**src/rtl/smb_cfg_pkg.sv**
```systemverilog
package smb_cfg_pkg;
  localparam int unsigned NUM_REGS    = 6;
  localparam int unsigned NUM_PAIRS   = 10;
  localparam int unsigned HDR_BYTES   = 2;
  localparam int unsigned SYNC_STAGES = 2;
  localparam logic [6:0]  DEV_ADDR    = 7'h69;
  localparam logic [7:0]  BLOCK_COUNT = 8'h06;

  typedef enum logic [2:0] {
    ST_IDLE, ST_ADDR, ST_ADDR_ACK, ST_WR, ST_WR_ACK, ST_RD, ST_RD_ACK, ST_WAIT
  } smb_state_e;

  function automatic logic [7:0] reg_reset(int unsigned idx, int unsigned n);
    return (idx == n - 1) ? 8'h06 : 8'hFF;
  endfunction
endpackage

```
**src/rtl/smb_line_sync.sv**
```systemverilog
module smb_line_sync #(
  parameter int unsigned STAGES = 2
) (
  input  logic clk_i,
  input  logic rst_ni,
  input  logic scl_i,
  input  logic sda_i,
  output logic scl_o,
  output logic sda_o,
  output logic scl_rise_o,
  output logic scl_fall_o,
  output logic start_o,
  output logic stop_o
);
  // [0] = scl, [1] = sda; last entry holds the previous sample
  logic [STAGES:0][1:0] pipe_q;
  logic [1:0] cur, prev;

  always_ff @(posedge clk_i or negedge rst_ni) begin
    if (!rst_ni) begin
      pipe_q <= '1;
    end else begin
      pipe_q[0] <= {sda_i, scl_i};
      for (int s = 1; s <= STAGES; s++) pipe_q[s] <= pipe_q[s-1];
    end
  end

  assign cur        = pipe_q[STAGES-1];
  assign prev       = pipe_q[STAGES];
  assign scl_o      = cur[0];
  assign sda_o      = cur[1];
  assign scl_rise_o = cur[0] & ~prev[0];
  assign scl_fall_o = ~cur[0] & prev[0];
  assign start_o    = cur[0] & prev[0] & prev[1] & ~cur[1];
  assign stop_o     = cur[0] & prev[0] & ~prev[1] & cur[1];
endmodule

```
**src/rtl/cfg_reg_bank.sv**
```systemverilog
module cfg_reg_bank
  import smb_cfg_pkg::*;
#(
  parameter int unsigned N_REGS  = NUM_REGS,
  parameter int unsigned N_PAIRS = NUM_PAIRS,
  parameter int unsigned PTR_W   = $clog2(N_REGS + 1)
) (
  input  logic                        clk_i,
  input  logic                        rst_ni,
  input  logic                        wr_en_i,
  input  logic [PTR_W-1:0]            wr_idx_i,
  input  logic [7:0]                  wr_data_i,
  output logic [N_REGS-1:0][7:0]      regs_o,
  output logic [N_PAIRS-1:0]          pair_en_o
);
  for (genvar r = 0; r < N_REGS; r++) begin : g_reg
    logic [7:0] val_q;
    always_ff @(posedge clk_i or negedge rst_ni) begin
      if (!rst_ni)                                     val_q <= reg_reset(r, N_REGS);
      else if (wr_en_i && wr_idx_i == PTR_W'(r))       val_q <= wr_data_i;
    end
    assign regs_o[r] = val_q;
  end

  // pair k maps to register k/8, bit 7-(k%8)
  for (genvar p = 0; p < N_PAIRS; p++) begin : g_pair
    assign pair_en_o[p] = regs_o[p/8][7-(p%8)];
  end
endmodule

```
**src/rtl/smb_byte_fsm.sv**
```systemverilog
module smb_byte_fsm
  import smb_cfg_pkg::*;
#(
  parameter int unsigned N_REGS   = NUM_REGS,
  parameter int unsigned N_HDR    = HDR_BYTES,
  parameter logic [6:0]  ADDR7    = DEV_ADDR,
  parameter logic [7:0]  COUNT    = BLOCK_COUNT,
  parameter int unsigned PTR_W    = $clog2(N_REGS + 1)
) (
  input  logic                   clk_i,
  input  logic                   rst_ni,
  input  logic                   sda_i,
  input  logic                   scl_rise_i,
  input  logic                   scl_fall_i,
  input  logic                   start_i,
  input  logic                   stop_i,
  input  logic [N_REGS-1:0][7:0] regs_i,
  output logic                   sda_oe_o,
  output logic                   wr_en_o,
  output logic [PTR_W-1:0]       wr_idx_o,
  output logic [7:0]             wr_data_o
);
  localparam int unsigned HDR_W = $clog2(N_HDR + 1);
  localparam logic [PTR_W-1:0] PTR_END = PTR_W'(N_REGS);
  localparam logic [HDR_W-1:0] HDR_END = HDR_W'(N_HDR);

  smb_state_e       state_q;
  logic [3:0]       bit_q;
  logic [7:0]       sh_q, tx_q;
  logic [PTR_W-1:0] ptr_q;
  logic [HDR_W-1:0] hdr_q;
  logic             rw_q, oe_q, mack_q;
  logic             byte_end, in_range;
  logic [7:0]       rd_byte;

  assign byte_end = scl_fall_i && (bit_q == 4'd8);
  assign in_range = (ptr_q < PTR_END);
  assign rd_byte  = in_range ? regs_i[ptr_q] : 8'hFF;

  assign wr_en_o   = (state_q == ST_WR) && byte_end && (hdr_q == HDR_END) && in_range;
  assign wr_idx_o  = ptr_q;
  assign wr_data_o = sh_q;
  assign sda_oe_o  = oe_q;

  always_ff @(posedge clk_i or negedge rst_ni) begin
    if (!rst_ni) begin
      state_q <= ST_IDLE;
      bit_q   <= '0;
      sh_q    <= '0;
      tx_q    <= '0;
      ptr_q   <= '0;
      hdr_q   <= '0;
      rw_q    <= 1'b0;
      oe_q    <= 1'b0;
      mack_q  <= 1'b0;
    end else if (start_i) begin
      state_q <= ST_ADDR;
      bit_q   <= '0;
      ptr_q   <= '0;
      hdr_q   <= '0;
      oe_q    <= 1'b0;
    end else if (stop_i) begin
      state_q <= ST_IDLE;
      oe_q    <= 1'b0;
    end else begin
      unique case (state_q)
        ST_ADDR, ST_WR: begin
          if (scl_rise_i) begin
            sh_q  <= {sh_q[6:0], sda_i};
            bit_q <= bit_q + 4'd1;
          end else if (byte_end) begin
            if (state_q == ST_ADDR) begin
              if (sh_q[7:1] == ADDR7) begin
                rw_q    <= sh_q[0];
                oe_q    <= 1'b1;
                state_q <= ST_ADDR_ACK;
              end else begin
                state_q <= ST_WAIT;
              end
            end else begin
              oe_q    <= 1'b1;
              state_q <= ST_WR_ACK;
              if (hdr_q != HDR_END) hdr_q <= hdr_q + 1'b1;
              else if (in_range)    ptr_q <= ptr_q + 1'b1;
            end
          end
        end
        ST_ADDR_ACK: begin
          if (scl_fall_i) begin
            bit_q <= '0;
            if (rw_q) begin
              tx_q    <= COUNT;
              oe_q    <= ~COUNT[7];
              state_q <= ST_RD;
            end else begin
              oe_q    <= 1'b0;
              state_q <= ST_WR;
            end
          end
        end
        ST_WR_ACK: begin
          if (scl_fall_i) begin
            oe_q    <= 1'b0;
            bit_q   <= '0;
            state_q <= ST_WR;
          end
        end
        ST_RD: begin
          if (scl_rise_i) begin
            bit_q <= bit_q + 4'd1;
          end else if (scl_fall_i) begin
            if (bit_q == 4'd8) begin
              oe_q    <= 1'b0;
              state_q <= ST_RD_ACK;
            end else begin
              tx_q <= {tx_q[6:0], 1'b0};
              oe_q <= ~tx_q[6];
            end
          end
        end
        ST_RD_ACK: begin
          if (scl_rise_i) begin
            mack_q <= ~sda_i;
          end else if (scl_fall_i) begin
            if (mack_q) begin
              tx_q    <= rd_byte;
              oe_q    <= ~rd_byte[7];
              bit_q   <= '0;
              if (in_range) ptr_q <= ptr_q + 1'b1;
              state_q <= ST_RD;
            end else begin
              state_q <= ST_WAIT;
            end
          end
        end
        default: ;
      endcase
    end
  end
endmodule

```
**src/rtl/smb_cfg_slave.sv**
```systemverilog
module smb_cfg_slave
  import smb_cfg_pkg::*;
#(
  parameter int unsigned N_REGS  = NUM_REGS,
  parameter int unsigned N_PAIRS = NUM_PAIRS,
  parameter int unsigned N_HDR   = HDR_BYTES,
  parameter int unsigned N_SYNC  = SYNC_STAGES,
  parameter logic [6:0]  ADDR7   = DEV_ADDR,
  parameter logic [7:0]  COUNT   = BLOCK_COUNT
) (
  input  logic               clk_i,
  input  logic               rst_ni,
  input  logic               scl_i,
  input  logic               sda_i,
  output logic               sda_oe_o,
  output logic [N_PAIRS-1:0] pair_en_o
);
  localparam int unsigned PTR_W = $clog2(N_REGS + 1);

  logic scl_s, sda_s, scl_rise, scl_fall, start_det, stop_det;
  logic wr_en;
  logic [PTR_W-1:0] wr_idx;
  logic [7:0] wr_data;
  logic [N_REGS-1:0][7:0] regs;

  smb_line_sync #(.STAGES(N_SYNC)) i_sync (
    .clk_i, .rst_ni, .scl_i, .sda_i,
    .scl_o(scl_s), .sda_o(sda_s), .scl_rise_o(scl_rise), .scl_fall_o(scl_fall),
    .start_o(start_det), .stop_o(stop_det)
  );

  smb_byte_fsm #(
    .N_REGS(N_REGS), .N_HDR(N_HDR), .ADDR7(ADDR7), .COUNT(COUNT), .PTR_W(PTR_W)
  ) i_fsm (
    .clk_i, .rst_ni, .sda_i(sda_s), .scl_rise_i(scl_rise), .scl_fall_i(scl_fall),
    .start_i(start_det), .stop_i(stop_det), .regs_i(regs),
    .sda_oe_o, .wr_en_o(wr_en), .wr_idx_o(wr_idx), .wr_data_o(wr_data)
  );

  cfg_reg_bank #(.N_REGS(N_REGS), .N_PAIRS(N_PAIRS), .PTR_W(PTR_W)) i_regs (
    .clk_i, .rst_ni, .wr_en_i(wr_en), .wr_idx_i(wr_idx), .wr_data_i(wr_data),
    .regs_o(regs), .pair_en_o
  );
endmodule

```
**config.mk**
```make
export PLATFORM = sky130hd
export DESIGN_NAME = smb_cfg_slave
export DESIGN_NICKNAME = d
export VERILOG_FILES = /design/src/rtl/smb_cfg_pkg.sv /design/src/rtl/smb_line_sync.sv /design/src/rtl/cfg_reg_bank.sv /design/src/rtl/smb_byte_fsm.sv /design/src/rtl/smb_cfg_slave.sv
export SDC_FILE = /design/constraint.sdc
export NUM_CORES = 1
export LEC_CHECK = 0
export CORE_MARGIN = 2
export CORE_UTILIZATION = 60
export DETAILED_ROUTE_END_ITERATION = 10
export DONT_BUFFER_PORTS = 1
export HOLD_SLACK_MARGIN = 0.05
export PLACE_DENSITY = 0.74
export SKIP_LAST_GASP = 1
export SYNTH_ARGS = -nofsm -noshare
export SYNTH_HDL_FRONTEND = slang
export SYNTH_SLANG_ARGS = --single-unit
```
**constraint.sdc**
```tcl
create_clock -name clk_i -period 2.44 [get_ports clk_i]
set_clock_uncertainty 0.1 [all_clocks]
set_input_delay 0.488 -clock clk_i [delete_from_list [all_inputs] [get_ports clk_i]]
set_output_delay 0.488 -clock clk_i [all_outputs]
set_load 0.01 [all_outputs]
```
==> results.py <==
metrics = {
    "synthesis": {
        "synthAdderAreaFrac_pct": 2.356,
        "ys_types": 55,
        "synth_top_family_by_area": "multiplexers",
        "yosys.area_share.simple_pct": 10.48,
        "synth_compound_area_share_pct": 8.539,
        "yosysSeqAreaShare_pct": 50.88,
        "ys.warnings.count": 0,
        "synth_flop_cell": "dfstp_2",
        "syn_area_sq_mm": 0.004249,
        "synth_seq_cells": 84,
        "synth_mux_area_share_pct": 22.88,
        "synth_fp_nets": 355,
        "synth_edf_count": 0,
        "synthCells": 343,
        "synth_xor_area_share_pct": 0.4122,
        "synth_area_per_cell_sq_um": 12.39,
        "async_flop_share_pct": 100.0,
    },
    "sta": {
        "period_minus_slack_ns": 2.233,
        "post-route-period-util_pct": 91.51,
        "drv_slew": 0,
        "max_freq_mhz": 447.8,
        "worst-slew-pin-transition_ns": 0.4755,
        "final_hold_viol_count": 84,
        "fin_ws_ns": 0.2071,
        "final-setup-viol-count": 0,
        "grt_setup_unrepaired": "false",
        "holdWs_ns": -0.2916,
        "setup_tns_ns": 0,
        "relSlewSlack_pct": 68.22,
    },
    "final_layout": {
        "drive_gt1_share_pct": 45.20,
        "diodes": 0,
        "final_area_sq_mm": 0.004587,
        "final_common_cell": "mux2_2",
        "mostFrequentLayoutCells": "mux2_2 (61), dfstp_2 (48), dfrtp_1 (36)",
        "final_nets": 361,
        "synthToLayoutAreaGrowth_pct": 7.951,
    },
    "drt": {
        "drt_iter0_drc": 123,
        "viasPerCell": 6.104,
        "via_count": 2747,
        "drc_errors": 0,
        "ant_nets": 0,
        "wl_per_cell_microns": 19.67,
        "firstDrtPassIters": 4,
        "routed_wl_microns": 8851,
    },
    "clock_network": {
        "path_clk_slew_ns": 0.10,
        "cts_hold_buf": 2,
        "clkSinkCount": 84,
        "cts_buffers": 9,
        "cts-root-buf": "clkbuf_8",
        "htreeDepth": 3,
        "post_cts_buffers": 0,
        "insertion_delay_ns": 0.36,
        "clock_path_buffers": 2,
        "cts_tree": "built",
    },
    "global_route": {
        "grt_pass1_vias": 2813,
        "grt_first_pass_wirelength_microns": 14570,
        "antenna_found_initial": 0,
        "gr-total-overflow": 0,
        "grt_usage_pct": 25.20,
        "grt_max_degree": 85,
    },
    "worst_setup_path": {
        "cp_data_required_time_ns": 2.63,
        "cp_max_fo": 8,
        "r2r-start": "i_fsm.bit_q[0]$_DFFE_PN0P_",
        "critPathKind": "flip-flop to flip-flop",
        "ff2ff_path_depth": 7,
        "startpoint_type": "flip-flop",
        "crit_arrival_ns": 2.42,
        "reg2reg_slack_ns": 0.21,
        "r2r_end": "i_regs.g_reg[2].val_q[3]$_DFFE_PN1P_",
        "endpoint_kind": "flip-flop",
    },
    "floorplan": {
        "row_count": 30,
        "die-area_sq_mm": 0.007771,
        "initial_core_util_pct": 62.20,
        "die_h_microns": 88.16,
        "ios": 15,
        "chipWidth_microns": 88.16,
        "core_sq_mm": 0.006832,
    },
    "placed_design": {
        "io_buffers": 0,
        "dp_hpwl_microns": 6021,
        "pre_cts_slack_ns": 0.1838,
        "postPlaceCellArea_sq_mm": 0.004342,
        "place.gp.congestion": 0.9231,
    },
    "hold_path": {
        "min_path_type": "input pin to asynchronous set/reset pin",
    },
    "power": {
        "p_per_area_mw_per_mm2": 936.9,
        "leakage_uw": 0.001976,
        "ir_drop_mv": 0.4980,
    },
    "status": {
        "status": "complete, but fails checks",
        "violations": "negative hold slack",
    },
    "flow_run": {
        "drv_cap": 0,
    },
}
[Yosys cell counts, drive strengths merged, types with 5 or more instances]
master,count,area share [%]
o22ai,7,1.0
mux2,62,17
nand2,25,2.2
ha,8,2.4
inv,9,0.79
o21ai,15,1.8
dfstp,48,30
dfrtp,36,21
nand2b,5,0.74
mux4,8,4.2
a21oi,13,1.5
nor2,19,1.7
buf,20,3.3
mux2i,9,2.1
[stage by stage]
step	utilization (%)	power, uW	hold WS, ns	std cells
finish	67.14	4298	-0.2916	450
global route	67.14	4548	-0.3052	450
CTS	67.12	4303	-0.2999	450
detailed placement	63.55	3173	0.09494	432
global placement	63.55	3141	0.09490	432
floorplan	-	2770	0.09241	343
[timing repair]
| action | 4_1_cts | 5_1_grt |
|---|---|---|
| resized for setup | 0 | 1 |
| setup endpoints to repair | 0 | 3 |
| endpoints found under the hold margin | 86 | 84 |
[logic make-up after synthesis]
| family | after synthesis |
|---|---|
| and+or+nand+nor | 81 |
| buffers and inverters | 33 |
| adders and majority gates | 8 |
| muxes | 79 |
| AOI/OAI and AO/OA | 56 |
| xor gates and xnor gates | 2 |
| DFF | 84 |
[routing by layer]
metal / share of wire, % / up-vias / track usage, %
met5: 0 / - / 0
met4: 3.3 / 0 / 12.12
met3: 5.0 / 25 / 5.278
met2: 46 / 98 / 39.39
met1: 45 / 1371 / 33.83
li1: - / 1253 / -
[layout make-up]
class,count,area (sq um)
fillers,523,2245
flip-flops and latches,84,2162
multi-input cells,226,1899
repair buffers,19,147.6
clock buffers,10,127.6
well taps,96,120.1
clock inverters,6,96.34
inverters,9,33.78
[how the worst max path moves through the flow]
stage | startpoint | endpoint | slack, ns | cells after the start
after detailed placement | i_sync.prev[0]$_DFF_PN1_ | i_regs.g_reg[1].val_q[6]$_DFFE_PN1P_ | 0.18 | 5
final | i_fsm.bit_q[0]$_DFFE_PN0P_ | i_regs.g_reg[2].val_q[3]$_DFFE_PN1P_ | 0.21 | 7
after global routing | i_fsm.bit_q[0]$_DFFE_PN0P_ | i_regs.g_reg[2].val_q[3]$_DFFE_PN1P_ | 0.01 | 7
after CTS | i_sync.prev[0]$_DFF_PN1_ | i_regs.g_reg[1].val_q[6]$_DFFE_PN1P_ | 0.17 | 5
after floorplan | i_fsm.bit_q[0]$_DFFE_PN0P_ | i_fsm.state_q[2]$_DFFE_PN0P_ | 0.36 | 7
after global placement | i_sync.prev[0]$_DFF_PN1_ | i_regs.g_reg[1].val_q[3]$_DFFE_PN1P_ | 0.21 | 5
[power breakdown]
part | switching [uW] | internal [uW] | total, uW
logic | 783 | 629 | 1410
registers | 202 | 1560 | 1770
clock network | 531 | 590 | 1120
total | 1520 | 2780 | 4300
[registers in the layout, indices dropped and copies added, names as in the netlist]
| signal | cells |
|---|---|
| i_regs.g.val_q | 48 |
| i_fsm.mack_q | 1 |
| i_sync.cur | 2 |
| i_fsm.wr_data_o | 8 |
| i_sync.pipe_q | 2 |
| i_fsm.tx_q | 7 |
| i_fsm.state_q | 3 |
| i_fsm.sda_oe_o | 1 |
| i_fsm.rw_q | 1 |
| i_fsm.wr_idx_o | 3 |
| i_fsm.hdr_q | 2 |
| i_fsm.bit_q | 4 |
| i_sync.prev | 2 |
[worst max-delay path, cell delays in order (launching register included)]
cell,delay (ns)
dfrtp_1,0.40
inv_1,0.10
ha_1,0.22
and3b_1,0.25
nand4_1,0.13
nor2_1,0.15
and2_1,0.43
mux2_2,0.39
No activity file was read; power rests on OpenSTA's default activity.
